$ cat src/rtl/bb_pkg.sv
package bb_pkg;
  typedef enum logic [1:0] {
    SZ_BYTE = 2'd0,
    SZ_HALF = 2'd1,
    SZ_WORD = 2'd2
  } bb_size_e;

  typedef enum logic [1:0] {
    ST_IDLE  = 2'd0,
    ST_FETCH = 2'd1,
    ST_STORE = 2'd2,
    ST_DONE  = 2'd3
  } bb_state_e;
endpackage

$ cat src/rtl/bb_addr_map.sv
module bb_addr_map
  import bb_pkg::*;
#(
  parameter int          ADDR_W   = 32,
  parameter int          WIN_BITS = 25,
  parameter int          SHIFT    = 5,
  parameter int          IDX_W    = 5,
  parameter logic [31:0] BASE     = 32'h2000_0000
) (
  input  logic [WIN_BITS-1:0] offset,
  input  bb_size_e            size,
  output logic [ADDR_W-1:0]   baddr,
  output logic [IDX_W-1:0]    bidx
);
  localparam int RAW_W = WIN_BITS - SHIFT;

  logic [RAW_W-1:0]  shifted;
  logic [ADDR_W-1:0] raw;

  assign shifted = offset[WIN_BITS-1:SHIFT];
  assign raw     = ADDR_W'(BASE) | ADDR_W'(shifted);

  always_comb begin
    unique case (size)
      SZ_BYTE: begin
        baddr = raw;
        bidx  = IDX_W'(offset[4:2]);
      end
      SZ_HALF: begin
        baddr = {raw[ADDR_W-1:1], 1'b0};
        bidx  = IDX_W'(offset[5:2]);
      end
      default: begin
        baddr = {raw[ADDR_W-1:2], 2'b00};
        bidx  = offset[6:2];
      end
    endcase
  end
endmodule

$ cat src/rtl/bb_bit_merge.sv
module bb_bit_merge #(
  parameter int DATA_W = 32,
  parameter int IDX_W  = 5
) (
  input  logic [DATA_W-1:0] rdata,
  input  logic [IDX_W-1:0]  idx,
  input  logic              set_val,
  output logic              bit_out,
  output logic [DATA_W-1:0] merged
);
  logic [DATA_W-1:0] mask;

  assign mask    = DATA_W'(1) << idx;
  assign bit_out = |(rdata & mask);
  assign merged  = set_val ? (rdata | mask) : (rdata & ~mask);
endmodule

$ cat src/rtl/bb_rmw_ctrl.sv
module bb_rmw_ctrl
  import bb_pkg::*;
(
  input  logic clk,
  input  logic rst_n,
  input  logic s_req,
  input  logic wr_q,
  input  logic m_ready,
  output logic cap_en,
  output logic data_en,
  output logic m_req,
  output logic m_write,
  output logic s_ready
);
  bb_state_e state_q, state_d;

  always_comb begin
    state_d = state_q;
    unique case (state_q)
      ST_IDLE:  if (s_req)   state_d = ST_FETCH;
      ST_FETCH: if (m_ready) state_d = wr_q ? ST_STORE : ST_DONE;
      ST_STORE: if (m_ready) state_d = ST_DONE;
      default:               state_d = ST_IDLE;
    endcase
  end

  always_ff @(posedge clk or negedge rst_n) begin
    if (!rst_n) state_q <= ST_IDLE;
    else        state_q <= state_d;
  end

  assign cap_en  = (state_q == ST_IDLE) && s_req;
  assign data_en = (state_q == ST_FETCH) && m_ready;
  assign m_req   = (state_q == ST_FETCH) || (state_q == ST_STORE);
  assign m_write = (state_q == ST_STORE);
  assign s_ready = (state_q == ST_DONE);

  // completion is a single-cycle pulse
  p_ready_pulse_r11: assert property (@(posedge clk) disable iff (!rst_n)
    s_ready |=> !s_ready);

  // a write-back only follows an acknowledged fetch, with no completion between
  p_store_follows_fetch_r8: assert property (@(posedge clk) disable iff (!rst_n)
    $rose(m_write) |-> $past(m_req) && $past(m_ready) && !s_ready);
endmodule

$ cat src/rtl/bitband_bridge.sv
module bitband_bridge
  import bb_pkg::*;
#(
  parameter int          ADDR_W   = 32,
  parameter int          DATA_W   = 32,
  parameter int          WIN_BITS = 25,
  parameter logic [31:0] BASE     = 32'h2000_0000
) (
  input  logic              clk,
  input  logic              rst_n,
  input  logic              s_req,
  input  logic              s_write,
  input  logic [ADDR_W-1:0] s_addr,
  input  logic [DATA_W-1:0] s_wdata,
  input  logic [1:0]        s_size,
  output logic              s_ready,
  output logic [DATA_W-1:0] s_rdata,
  output logic              m_req,
  output logic              m_write,
  output logic [ADDR_W-1:0] m_addr,
  output logic [1:0]        m_size,
  output logic [DATA_W-1:0] m_wdata,
  input  logic              m_ready,
  input  logic [DATA_W-1:0] m_rdata
);
  localparam int SHIFT = 5;
  localparam int IDX_W = $clog2(DATA_W);

  // reset: asserted asynchronously, released on a clock edge
  logic [1:0] rst_sync_q;
  logic       rst_i_n;

  always_ff @(posedge clk or negedge rst_n) begin
    if (!rst_n) rst_sync_q <= 2'b00;
    else        rst_sync_q <= {rst_sync_q[0], 1'b1};
  end
  assign rst_i_n = rst_sync_q[1];

  bb_size_e          size_in;
  logic [ADDR_W-1:0] map_addr;
  logic [IDX_W-1:0]  map_idx;

  assign size_in = (s_size == 2'd3) ? SZ_WORD : bb_size_e'(s_size);

  bb_addr_map #(
    .ADDR_W(ADDR_W), .WIN_BITS(WIN_BITS), .SHIFT(SHIFT),
    .IDX_W(IDX_W), .BASE(BASE)
  ) u_map (
    .offset (s_addr[WIN_BITS-1:0]),
    .size   (size_in),
    .baddr  (map_addr),
    .bidx   (map_idx)
  );

  logic cap_en, data_en;
  logic wr_q, set_q, bit_q;
  logic [ADDR_W-1:0] addr_q;
  logic [IDX_W-1:0]  idx_q;
  bb_size_e          size_q;
  logic [DATA_W-1:0] merged_q;
  logic              merge_bit;
  logic [DATA_W-1:0] merge_data;

  bb_rmw_ctrl u_ctrl (
    .clk     (clk),
    .rst_n   (rst_i_n),
    .s_req   (s_req),
    .wr_q    (wr_q),
    .m_ready (m_ready),
    .cap_en  (cap_en),
    .data_en (data_en),
    .m_req   (m_req),
    .m_write (m_write),
    .s_ready (s_ready)
  );

  bb_bit_merge #(.DATA_W(DATA_W), .IDX_W(IDX_W)) u_merge (
    .rdata   (m_rdata),
    .idx     (idx_q),
    .set_val (set_q),
    .bit_out (merge_bit),
    .merged  (merge_data)
  );

  always_ff @(posedge clk or negedge rst_i_n) begin
    if (!rst_i_n) begin
      wr_q   <= 1'b0;
      set_q  <= 1'b0;
      addr_q <= '0;
      idx_q  <= '0;
      size_q <= SZ_BYTE;
    end else if (cap_en) begin
      wr_q   <= s_write;
      set_q  <= s_wdata[0];
      addr_q <= map_addr;
      idx_q  <= map_idx;
      size_q <= size_in;
    end
  end

  always_ff @(posedge clk or negedge rst_i_n) begin
    if (!rst_i_n) begin
      bit_q    <= 1'b0;
      merged_q <= '0;
    end else if (data_en) begin
      bit_q    <= merge_bit;
      merged_q <= merge_data;
    end
  end

  assign m_addr  = addr_q;
  assign m_size  = size_q;
  assign m_wdata = merged_q;
  assign s_rdata = {{(DATA_W-1){1'b0}}, bit_q};

  logic unused_bits;
  assign unused_bits = ^{s_addr[ADDR_W-1:WIN_BITS], s_wdata[DATA_W-1:1]};

  // halfword backing accesses are halfword aligned
  p_half_align_r3: assert property (@(posedge clk) disable iff (!rst_i_n)
    (m_req && m_size == 2'd1) |-> (m_addr[0] == 1'b0));

  // word backing accesses are word aligned
  p_word_align_r4: assert property (@(posedge clk) disable iff (!rst_i_n)
    (m_req && m_size == 2'd2) |-> (m_addr[1:0] == 2'b00));

  // backing request held stable until acknowledged
  p_req_hold_r10: assert property (@(posedge clk) disable iff (!rst_i_n)
    (m_req && !m_ready) |=> (m_req && $stable(m_addr) && $stable(m_write)));

  // no backing or completion activity without a prior request
  p_quiet_r1: assert property (@(posedge clk) disable iff (!rst_i_n)
    $rose(m_req) |-> $past(s_req));
endmodule

$ cat config.mk
export PLATFORM = sky130hd
export DESIGN_NAME = bitband_bridge
export DESIGN_NICKNAME = d
export VERILOG_FILES = /design/src/rtl/bb_pkg.sv /design/src/rtl/bb_addr_map.sv /design/src/rtl/bb_bit_merge.sv /design/src/rtl/bb_rmw_ctrl.sv /design/src/rtl/bitband_bridge.sv
export SDC_FILE = /design/constraint.sdc
export NUM_CORES = 1
export LEC_CHECK = 0
export ABC_AREA = 0
export BUFFER_PORTS_ARGS = -buffer_cell sky130_fd_sc_hd__buf_4
export CORE_ASPECT_RATIO = 1.25
export CORE_MARGIN = 4
export CORE_UTILIZATION = 47
export CTS_CLUSTER_DIAMETER = 40
export DETAILED_ROUTE_END_ITERATION = 16
export PLACE_DENSITY_LB_ADDON = 0.08
export SETUP_SLACK_MARGIN = 0.3
export SLEW_MARGIN = 30
export SYNTH_ARGS = -nofsm -noshare
export SYNTH_HDL_FRONTEND = slang
export SYNTH_HIERARCHICAL = 1
export SYNTH_SLANG_ARGS = --single-unit
$ cat constraint.sdc
create_clock -name clk -period 2.7 [get_ports clk]
set_input_delay 0.135 -clock clk [delete_from_list [all_inputs] [get_ports clk]]
set_output_delay 0.135 -clock clk [all_outputs]
set_load 0.05 [all_outputs]
==> results.sh <==
export IMPL_drt_total_wl_mm=10.3
export IMPL_slowest_delay_ps=680
export IMPL_register_area_sq_mm=0.00196
export IMPL_status="completed"
export IMPL_die_y_um=122
export IMPL_synth_top_family_by_area="multiplexers"
export IMPL_numCtsBuffers=9
export IMPL_avgRoutedWirePerCell_um=16.3
export IMPL_ys_top_cells_by_count="dfrtp_1 (78), mux2_4 (71), buf_4 (68), mux2_2 (37), nor2_1 (23)"
export IMPL_io_pins=204
export IMPL_fmax_mhz=456
export IMPL_p_per_area_mw_per_mm2=1470
export IMPL_yosysTopAreaCell="dfrtp_1"
export IMPL_hp_class="input port to flip-flop"
export IMPL_nets=608
export IMPL_antenna_found_initial=0
export IMPL_crit_type="flip-flop to flip-flop"
export IMPL_leakagePower_nw=2.81
export IMPL_required_ps=2910
export IMPL_syn_inst=392
export IMPL_syn_mean_instance_area_sq_um=12.5
export IMPL_grt_remaining_overflow=0
export IMPL_drv_slew=0
export IMPL_synth_compound_area_share_pct=3.31
export IMPL_root_buffer="clkbuf_16"
export IMPL_hpwl_mm=7.66
export IMPL_final_layout_size_suffix_gt1_share_pct=55.8
export IMPL_synthSimpleGateAreaFrac_pct=8.41
export IMPL_core_area_sq_mm=0.0102
export IMPL_instances_no_fill=634
export IMPL_setup_viol=0
export IMPL_hold_slack_ps=30.2
export IMPL_post_synth_top_count_cell="dfrtp_1"
export IMPL_critPathMaxFanout=15
export IMPL_ys_flop_type="dfrtp_1"
export IMPL_fin_tns_setup_ps=0
export IMPL_fin_crit_sh_pct=81.2
export IMPL_cts_hold_buf=1
export IMPL_path_cells="buf_4, nand3b_1, o21ai_0, a41oi_1, nand4_1, a2111o_1, mux2_2"
export IMPL_rsz0062_at_grt="no"
export IMPL_synth_edf_count=0
export IMPL_grt_max_degree=77
export IMPL_rows=41
export IMPL_async_flop_share_pct=100
export IMPL_irDropWorstVdd_mv=0.837
export IMPL_ys_ff_latch=78
export IMPL_max_cap_violations=0
export IMPL_yosysTopAreaCellShare_pct=39.8
export IMPL_cts_tree="yes"
export IMPL_via_per_inst=4.81
export IMPL_route_detailed_drc=0
export IMPL_synth_mux_area_share_pct=31.5
export IMPL_grt_pass1_vias=3078
export IMPL_htreeDepth=3
export IMPL_portBuffers=132
export IMPL_initial_core_util_pct=48.3
export IMPL_diodes=0
export IMPL_cts_resized=0
export IMPL_cts_sinks=78
export IMPL_tightest_slew_ps=910
export IMPL_ys_seq_area_share_pct=39.8
export IMPL_period_needed_ps=2190
export IMPL_dr_pass1_iters=4
export IMPL_synthTopCellsByArea="dfrtp_1 (40%), mux2_4 (22%), buf_4 (10%)"
export IMPL_final_util_pct=57.9
export IMPL_syn_area_sq_mm=0.00491
export IMPL_fillers=888
export IMPL_crit_slowest_cell="dfrtp_1"
export IMPL_clkTransAtPathRegs_ps=60
export IMPL_end_kind="flip-flop"
export IMPL_final_hold_viol_count=0
export IMPL_clock_latency_ps=330
export IMPL_die_w_um=99.4
export IMPL_dieArea_sq_mm=0.0122
export IMPL_track_usage_pct=16.9
export IMPL_fin_skew_ps=5.80
export IMPL_gp_congestion=0.896
export IMPL_cts_setup_buffers=0
export IMPL_slew_headroom_pct=39.4
export IMPL_synthXorXnorAreaFrac_pct=0
export IMPL_vias=3050
export IMPL_clock_tree_buffer_depth=2
export IMPL_postRouteAntennaNets=0
export IMPL_place_inst=616
export IMPL_yosys_warnings=6
export IMPL_grt_pass1_wl_mm=16.0
export IMPL_syn_to_final_growth_pct=19.8
export IMPL_worstSetupStartpointType="flip-flop"
export IMPL_synth_cell_types=49
export IMPL_multi_input_area_sq_mm=0.00235
export IMPL_drt_first_iter_violations=79
export IMPL_synth_fa_ha_area_share_pct=1.27
export IMPL_critPathArrivalTime_ps=2410
==> layout by cell type, fill, tap and decap left out, types with 2 or more instances in the layout <==
master / instances
a21oi_1: 5
a22oi_1: 3
a31oi_1: 2
and2_2: 2
buf_12: 3
buf_4: 140
clkbuf_16: 9
clkinv_2: 3
clkinvlp_4: 2
conb_1: 44
dfrtp_1: 77
ha_1: 5
inv_1: 5
inv_6: 2
mux2_1: 2
mux2_2: 37
mux2_4: 71
mux2i_1: 2
nand2_1: 21
nand3_1: 8
nand3b_1: 3
nor2_1: 23
nor2_2: 2
nor2_4: 2
nor2b_1: 3
o21ai_0: 3
==> critical path, delay by kind of cell (launching register included) <==
kind | cells | cell delay (ps)
flip-flops | 1 | 680
multiplexers | 1 | 270
AND/OR/NAND/NOR | 2 | 230
buffers and inverters | 1 | 260
AO/OA/AOI/OAI | 3 | 650
==> registers in the layout, summed over array words and instances (netlist names) <==
name / cells
m_addr: 32
m_wdata: 32
idx_q: 5
m_size: 2
rst_sync_q: 2
u_ctrl/state_q: 2
bit_q: 1
set_q: 1
wr_q: 1
==> cell type report <==
cell class / instances / area share, %
multi-input combinational: 262 / 40.0
tap: 129 / 2.74
inverter: 5 / 0.319
timing repair buffer: 144 / 19.1
sequential: 78 / 33.2
clock buffer: 9 / 3.83
clock inverter: 7 / 0.808
==> per-layer routing <==
layer | GRT usage, % | up-vias | share of wire [%]
met5 | 0 | - | 0
met4 | 5.21 | 0 | 0.88
met3 | 4.55 | 8 | 6.9
met2 | 28.9 | 107 | 52
met1 | 20.7 | 1486 | 40
li1 | - | 1449 | -
==> report_power, final <==
part / leakage, nW / total [W] / internal [W] / switching, W
Clock: 0.132 / 0.00112 / 0.000624 / 0.000494
Combinational: 1.75 / 0.00521 / 0.00211 / 0.00310
Sequential: 0.927 / 0.00231 / 0.00176 / 0.000546
Total: 2.81 / 0.00863 / 0.00449 / 0.00414
==> worst paths after layout <==
check,from,endpoint,slack [ps],cells past startpoint
max,idx_q[0]$_DFFE_PN0P_,bit_q$_DFFE_PN0P_,510,7
min,s_addr[23],m_addr[18]$_DFFE_PN0P_,30,2
max reg2reg,idx_q[0]$_DFFE_PN0P_,bit_q$_DFFE_PN0P_,510,7
min reg2reg,rst_sync_q[1]$_DFF_PN0_,m_addr[15]$_DFFE_PN0P_,280,0
max in group asynchronous,rst_sync_q[1]$_DFF_PN0_,m_addr[28]$_DFFE_PN0P_,1830,1
min in group asynchronous,rst_n,rst_sync_q[1]$_DFF_PN0_,130,2
==> cell families (layout without fill, tap and decap cells) <==
family / count (synthesis) / in the layout
and+or+nand+nor: 78 / 78
DFF: 78 / 78
AOI/OAI and AO/OA: 22 / 22
other: 4 / 44
muxes: 113 / 113
adders and majority gates: 5 / 5
buffers and inverters: 92 / 165
==> metrics by stage <==
step / instance area [sq um] / power, W / worst slack, ps
after floorplan: 5060 / 0.00636 / 367
after global placement: 5580 / 0.00749 / 584
after detailed placement: 5580 / 0.00755 / 543
after CTS: 5860 / 0.00872 / 535
after global routing: 5880 / 0.00907 / 409
final: 5880 / 0.00863 / 508
No activity file was read; power rests on OpenSTA's default activity.
